<file path="src/rtl/vsel_pkg.sv">
package vsel_pkg;

  // Which event updates the recency state in a cycle
  typedef enum logic [1:0] {
    SRC_NONE = 2'd0,
    SRC_HIT  = 2'd1,
    SRC_FILL = 2'd2
  } upd_src_e;

endpackage

</file>
<file path="src/rtl/vsel_age_store.sv">
module vsel_age_store #(
  parameter int NUM_SETS = 32,
  parameter int NUM_WAYS = 4,
  localparam int SET_W = $clog2(NUM_SETS),
  localparam int WAY_W = $clog2(NUM_WAYS),
  localparam int AGE_W = WAY_W
) (
  input  logic                            clk,
  input  logic                            rst_n,
  input  logic [SET_W-1:0]                set_idx,
  input  logic                            wr_en,
  input  logic [WAY_W-1:0]                wr_way,
  output logic [NUM_WAYS-1:0][AGE_W-1:0]  cur_ages
);

  typedef logic [NUM_WAYS-1:0][AGE_W-1:0] age_vec_t;

  // Way i starts with age NUM_WAYS-1-i: way0 oldest
  function automatic age_vec_t reset_ages();
    age_vec_t v;
    for (int i = 0; i < NUM_WAYS; i++) v[i] = AGE_W'(NUM_WAYS - 1 - i);
    return v;
  endfunction

  // Accessed way drops to age 0; ways younger than it grow one step older
  function automatic age_vec_t touch(input age_vec_t v, input logic [WAY_W-1:0] w);
    age_vec_t r;
    logic [AGE_W-1:0] pivot;
    pivot = v[w];
    for (int i = 0; i < NUM_WAYS; i++) begin
      if (WAY_W'(i) == w)     r[i] = '0;
      else if (v[i] < pivot)  r[i] = v[i] + AGE_W'(1);
      else                    r[i] = v[i];
    end
    return r;
  endfunction

  age_vec_t ages_flat [NUM_SETS];

  for (genvar s = 0; s < NUM_SETS; s++) begin : g_set
    age_vec_t ages_q;
    logic     sel;
    assign sel = wr_en && (set_idx == SET_W'(s));
    always_ff @(posedge clk or negedge rst_n) begin
      if (!rst_n)   ages_q <= reset_ages();
      else if (sel) ages_q <= touch(ages_q, wr_way);
    end
    assign ages_flat[s] = ages_q;
  end

  assign cur_ages = ages_flat[set_idx];

endmodule

</file>
<file path="src/rtl/vsel_update_ctrl.sv">
module vsel_update_ctrl #(
  parameter int NUM_WAYS = 4,
  localparam int WAY_W = $clog2(NUM_WAYS)
) (
  input  logic             hit_vld,
  input  logic [WAY_W-1:0] hit_way,
  input  logic             fill_vld,
  input  logic [WAY_W-1:0] victim_way,
  output logic             upd_en,
  output logic [WAY_W-1:0] upd_way
);
  import vsel_pkg::*;

  upd_src_e src;

  // A fill beats a hit in the same cycle
  always_comb begin
    if (fill_vld)     src = SRC_FILL;
    else if (hit_vld) src = SRC_HIT;
    else              src = SRC_NONE;
  end

  always_comb begin
    case (src)
      SRC_FILL: upd_way = victim_way;
      SRC_HIT:  upd_way = hit_way;
      default:  upd_way = '0;
    endcase
  end

  assign upd_en = (src != SRC_NONE);

endmodule

</file>
<file path="src/rtl/vsel_victim_pick.sv">
module vsel_victim_pick #(
  parameter int NUM_WAYS = 4,
  localparam int WAY_W = $clog2(NUM_WAYS),
  localparam int AGE_W = WAY_W
) (
  input  logic [NUM_WAYS-1:0][AGE_W-1:0] cur_ages,
  input  logic [NUM_WAYS-1:0]            way_valid,
  output logic [WAY_W-1:0]               victim_way,
  output logic                           victim_invalid
);

  // Lowest-numbered empty way: scan downward so the lowest match wins
  function automatic logic [WAY_W-1:0] first_empty(input logic [NUM_WAYS-1:0] vld);
    logic [WAY_W-1:0] w;
    w = '0;
    for (int i = NUM_WAYS - 1; i >= 0; i--) if (!vld[i]) w = WAY_W'(i);
    return w;
  endfunction

  // Way holding the top age value
  function automatic logic [WAY_W-1:0] oldest(input logic [NUM_WAYS-1:0][AGE_W-1:0] a);
    logic [WAY_W-1:0] w;
    w = '0;
    for (int i = 0; i < NUM_WAYS; i++) if (a[i] == AGE_W'(NUM_WAYS - 1)) w = WAY_W'(i);
    return w;
  endfunction

  logic             any_empty;
  logic [WAY_W-1:0] empty_way;
  logic [WAY_W-1:0] lru_way;

  assign any_empty      = ~&way_valid;
  assign empty_way      = first_empty(way_valid);
  assign lru_way        = oldest(cur_ages);
  assign victim_way     = any_empty ? empty_way : lru_way;
  assign victim_invalid = any_empty;

endmodule

</file>
<file path="src/rtl/icache_victim_sel.sv">
module icache_victim_sel #(
  parameter int NUM_SETS = 32,
  parameter int NUM_WAYS = 4,
  localparam int SET_W = $clog2(NUM_SETS),
  localparam int WAY_W = $clog2(NUM_WAYS),
  localparam int AGE_W = WAY_W
) (
  input  logic                clk,
  input  logic                rst_n,
  input  logic [SET_W-1:0]    set_idx,
  input  logic [NUM_WAYS-1:0] way_valid,
  input  logic                hit_vld,
  input  logic [WAY_W-1:0]    hit_way,
  input  logic                fill_vld,
  output logic [WAY_W-1:0]    victim_way,
  output logic                victim_invalid
);

  // Internal events, named for the checker
  logic [NUM_WAYS-1:0][AGE_W-1:0] cur_ages;
  logic                           upd_en;
  logic [WAY_W-1:0]               upd_way;

  vsel_age_store #(.NUM_SETS(NUM_SETS), .NUM_WAYS(NUM_WAYS)) u_store (
    .clk      (clk),
    .rst_n    (rst_n),
    .set_idx  (set_idx),
    .wr_en    (upd_en),
    .wr_way   (upd_way),
    .cur_ages (cur_ages)
  );

  vsel_victim_pick #(.NUM_WAYS(NUM_WAYS)) u_pick (
    .cur_ages       (cur_ages),
    .way_valid      (way_valid),
    .victim_way     (victim_way),
    .victim_invalid (victim_invalid)
  );

  vsel_update_ctrl #(.NUM_WAYS(NUM_WAYS)) u_ctrl (
    .hit_vld    (hit_vld),
    .hit_way    (hit_way),
    .fill_vld   (fill_vld),
    .victim_way (victim_way),
    .upd_en     (upd_en),
    .upd_way    (upd_way)
  );

endmodule

</file>
<file path="config.mk">
export PLATFORM = sky130hd
export DESIGN_NAME = icache_victim_sel
export DESIGN_NICKNAME = d
export VERILOG_FILES = /design/src/rtl/vsel_pkg.sv /design/src/rtl/vsel_age_store.sv /design/src/rtl/vsel_update_ctrl.sv /design/src/rtl/vsel_victim_pick.sv /design/src/rtl/icache_victim_sel.sv
export SDC_FILE = /design/constraint.sdc
export NUM_CORES = 1
export LEC_CHECK = 0
export ABC_AREA = 1
export ABC_CLOCK_PERIOD_IN_PS = 7400
export BUFFER_PORTS_ARGS = -buffer_cell sky130_fd_sc_hd__buf_2
export CORE_MARGIN = 4
export CORE_UTILIZATION = 50
export DETAILED_ROUTE_END_ITERATION = 16
export HOLD_SLACK_MARGIN = 0.12
export PLACE_DENSITY = 0.65
export SLEW_MARGIN = 15
export SYNTH_ARGS = -nofsm -noshare
export SYNTH_HDL_FRONTEND = slang
export SYNTH_HIERARCHICAL = 1
export SYNTH_SLANG_ARGS = --single-unit
export TNS_END_PERCENT = 100
</file>
<file path="constraint.sdc">
create_clock -name clk -period 7.4 [get_ports clk]
set_input_delay 0.74 -clock clk [delete_from_list [all_inputs] [get_ports clk]]
set_output_delay 0.74 -clock clk [all_outputs]
set_load 0.05 [all_outputs]
</file>
Yosys cells after proc, flatten, opt, wreduce, memory -nomap -nowiden
Index checks and enable logic that the tools add are counted.
W data, S select, Z words.
{"block": "op_classes", "add_sub_neg": 128, "magnitude_cmp": 130, "n_eq_ne": 39, "mux": 334, "bitwise": 1, "n_reduce_logical": 293}
{"cell": "$mux W2", "n": 296}
{"cell": "$reduce_bool A2 Y1", "n": 129}
{"cell": "$add A2 B1 Y2 const B", "n": 128}
{"cell": "$lt A2 B2 Y1", "n": 128}
{"cell": "$reduce_and A2 Y1", "n": 128}
{"cell": "$bmux W2 S2", "n": 32}
{"cell": "$eq A5 B5 Y1 const B", "n": 16}
{"cell": "$bmux W8 S5", "n": 1}
{"cell": "$eq A5 B4 Y1 const B", "n": 8}
{"cell": "$logic_and A1 B1 Y1", "n": 32}
{"cell": "$eq A5 B3 Y1 const B", "n": 4}
{"cell": "$mux W8", "n": 2}
{"cell": "$eq A5 B2 Y1 const B", "n": 2}
{"cell": "$eq A2 B2 Y1 const B", "n": 4}
{"cell": "$ge A6 B6 Y1 const B", "n": 1}
{"cell": "$not A5 Y6", "n": 1}
{"cell": "$eq A5 B1 Y1 const B", "n": 1}
{"cell": "$logic_not A5 Y1", "n": 1}
{"cell": "$eq A2 B2 Y1 const A", "n": 2}
{"cell": "$pmux W2 S2", "n": 1}
{"cell": "$reduce_and A4 Y1", "n": 1}
{"cell": "$lt A2 B3 Y1 const B", "n": 1}
{"cell": "$eq A1 B2 Y1 const A", "n": 1}
{"cell": "$eq A2 B1 Y1 const B", "n": 1}
{"cell": "3 further kinds", "n": 4}
{"block": "totals", "ff_bits": 256, "in_bits": 15, "word_cells": 1053}

Logic depth before layout (Yosys ltp)
{"block": "logic_depth", "depth_word": 15, "depth_mapped": 33}

By module
The synthesis kept the hierarchy.
{"mod": "vsel_age_store", "instances": 1, "cells_per_inst": 3439, "area_per_inst_um2": 21202.8}
{"mod": "vsel_victim_pick", "instances": 1, "cells_per_inst": 17, "area_per_inst_um2": 70.1}
{"mod": "vsel_update_ctrl", "instances": 1, "cells_per_inst": 8, "area_per_inst_um2": 35.0}

Worst setup path after synthesis
OpenSTA, ideal clock, no wires.
{"block": "synth_timing", "path_kind": "input-to-reg", "startpoint": "input port set_idx[0]", "endpoint": "register u_store.g_set[27].ages_q (netlist bit u_store/ages_flat[37])", "setup_ns": 0.117, "arrival_time_ns": 4.470, "required_ns": 7.283, "setup_slack_ns": 2.814, "cell_stages": 27, "path_buffers": 5, "path_cell_list": "nor2_2 -> buf_4 -> buf_2 -> nand2_1 -> nand4_1 -> nand2_1 -> nand3_1 -> nor2_1 -> nor2_1 -> a21oi_1 -> a21oi_1 -> nand2_1 -> nand2_1 -> buf_4 -> inv_2 -> nand2_2 -> buf_2 -> buf_2 -> o22ai_1 -> a221oi_1 -> ha_1 -> nand2_1 -> nand2_1 -> nand2_1 -> nand2_1 -> nand2_1 -> nand2_1"}
{"element": "start: declaration", "line_no": "icache_victim_sel.sv:10", "rtl": "input logic [SET_W-1:0] set_idx,"}
{"element": "end signal: assignment", "line_no": "vsel_age_store.sv:45", "rtl": "if (!rst_n) ages_q <= reset_ages();"}
{"element": "end signal: assignment", "line_no": "vsel_age_store.sv:46", "rtl": "else if (sel) ages_q <= touch(ages_q, wr_way);"}
{"element": "end: declaration", "line_no": "vsel_age_store.sv:41", "rtl": "age_vec_t ages_q;"}

==> impl_metrics.ini <==
[run_status]
status = finished clean

[worst_setup_path]
reg2reg_to = u_store/ages_flat[101]
cp.required_ps = 7840
worstSetupPathType = input port to register
startpoint_type = input port
rrSetupSlack_ps = 2520
reg2reg_depth = 25
reg2reg_from = u_store/ages_flat[106]
cp-end-kind = register
crit_path_max_fanout = 31
arrival_ps = 5990

[floorplanning]
fp-row-count = 74
core_um2 = 41000
ios = 18
dieArea_um2 = 45100
initial_core_util = 0.509
die_width_um = 212
die_h_um = 212

[detailed_routing]
drc = 0
routed_via_density = 5.51
vias = 21300
wl_mm = 63.3
ant_nets = 0
first_iter_violations = 1618
routedWlPerCell_um = 16.4
drtPass1Iterations = 6

[cells_and_area]
antenna_cells = 0
layout_commonest_cell = nand2_1
final_cell_mix = 1603 x nand2_1, 292 x inv_1, 270 x nand3_1
nets = 3449
area_delta_synth_final_pct = 7.31
largest_register_ffs = 256
drive_gt1_frac = 0.0885
fill_cells = 4092

[logic_synthesis]
netlist_instances = 3366
synth_fp_nets = 3509
syn_area_per_cell_um2 = 6.20
synth_warnings = 6
synth_area_um2 = 20900

[clock_network]
clk_pin_slew_ps = 60
clock-root-buffer = clkbuf_16
clock-sinks = 256
clock_latency_ps = 550
htreeDepth = 2
post-cts-setup-buffer-count = 0
cts_tree = done
cts.repair.resized = 0
hold_buffers = 0
cts_buffer_depth = 3
cts_made_buffers = 35

[global_route]
grt_pass1_wl_mm = 103
first_global_vias = 19300
grt_util_all_layers = 0.282
antenna_found_initial = 0
grt_max_degree = 147
grt_overflow = 0

[placement]
gp_congestion = 0.914
place_hpwl_mm = 41.0
placement.io_buffers = 17

[sta]
slew_headroom = 0.352
rsz0062_at_grt = no
finalHoldViolCount = 0
tns_ps = 0
fin_crit_ps = 5550
period_share = 0.751
setup_viol = 0
drv_slew = 0
fmax_mhz = 180
worst_slew_pin_slew_ps = 968
holdWs_ps = 235
finClkSkew_ps = 24.0

[power_and_ir_drop]
ir_drop_uv = 284
cell_internal_pwr_uw = 3430
comb_power_share = 0.306
netSwitchingFraction = 0.392
pwr-share-clk = 0.315
leakagePower_uw = 0.0113
seqPwrFrac = 0.380
p_per_area_nw_per_um2 = 252
switching_power_uw = 2210

[flow_run]
cap_viol_max_count = 0

[min_path]
hold_path.class = input port to async pin
-- through the flow --
step                      area, µm²  utilization  total power [µW]  instances  setup slack [ps]
after floorplan               20900            -              3380       3366              2840
after global placement        21200        0.517              3790       3801              1560
final                         22400        0.546              5640       3864              1850
after CTS                     22400        0.546              5670       3864              2090
after global routing          22400        0.546              6100       3864              1590
after detailed placement      21200        0.517              3860       3801              1510
-- power groups by stage --
stage / Clock [µW] / Sequential [µW] / Combinational [µW]
after floorplan: 0 / 2020 / 1360
after global placement: 0 / 2140 / 1650
after detailed placement: 0 / 2150 / 1710
after CTS: 1820 / 2130 / 1720
after global routing: 1870 / 2200 / 2020
final: 1780 / 2140 / 1720
-- metal layers --
layer | vias to the layer above | GRT usage | wire length, µm
li1 | 10600 | - | -
met1 | 9835 | 0.391 | 28400
met2 | 663 | 0.442 | 27800
met3 | 183 | 0.0409 | 4330
met4 | 0 | 0.120 | 2800
met5 | - | 0 | 0
-- area by class of cell --
| class | count | area [µm²] | share of cell area |
|---|---|---|---|
| Clock buffer | 56 | 1080 | 0.0481 |
| Clock inverter | 7 | 110 | 0.00491 |
| Inverter | 302 | 1140 | 0.0508 |
| Multi-Input combinational cell | 2664 | 12400 | 0.554 |
| Sequential cell | 256 | 6570 | 0.293 |
| Tap cell | 532 | 666 | 0.0297 |
| Timing Repair Buffer | 47 | 433 | 0.0193 |
-- worst max-delay path, stage by stage --
cell      delay, ps
buf_2           140
inv_2            60
nor2_4          680
buf_4           350
nand2_1          70
o21ai_0         110
o21ai_0         150
nand3_1         140
nor2_1          100
nor2_1          110
nand2_1          80
a21oi_1         300
nand2_1         110
nand2_2         160
inv_2           230
nand2_4         410
inv_2           320
buf_12          280
a221oi_1        610
ha_1            350
nand2_1          70
nand2_1          50
nand2_1         100
nand2_1          90
nand2_1          80
nand2_1          50
-- worst max path at each step --
stage          cells after the start                     end        from
2_1_floorplan                     27   u_store/ages_flat[37]  set_idx[0]
3_3_place_gp                      26  u_store/ages_flat[101]  set_idx[1]
3_5_place_dp                      26   u_store/ages_flat[46]  set_idx[1]
4_1_cts                           28  u_store/ages_flat[174]  set_idx[1]
5_1_grt                           28  u_store/ages_flat[175]  set_idx[1]
6_report                          26  u_store/ages_flat[101]  set_idx[1]
Note: power is estimated with default switching activity, not from simulation.
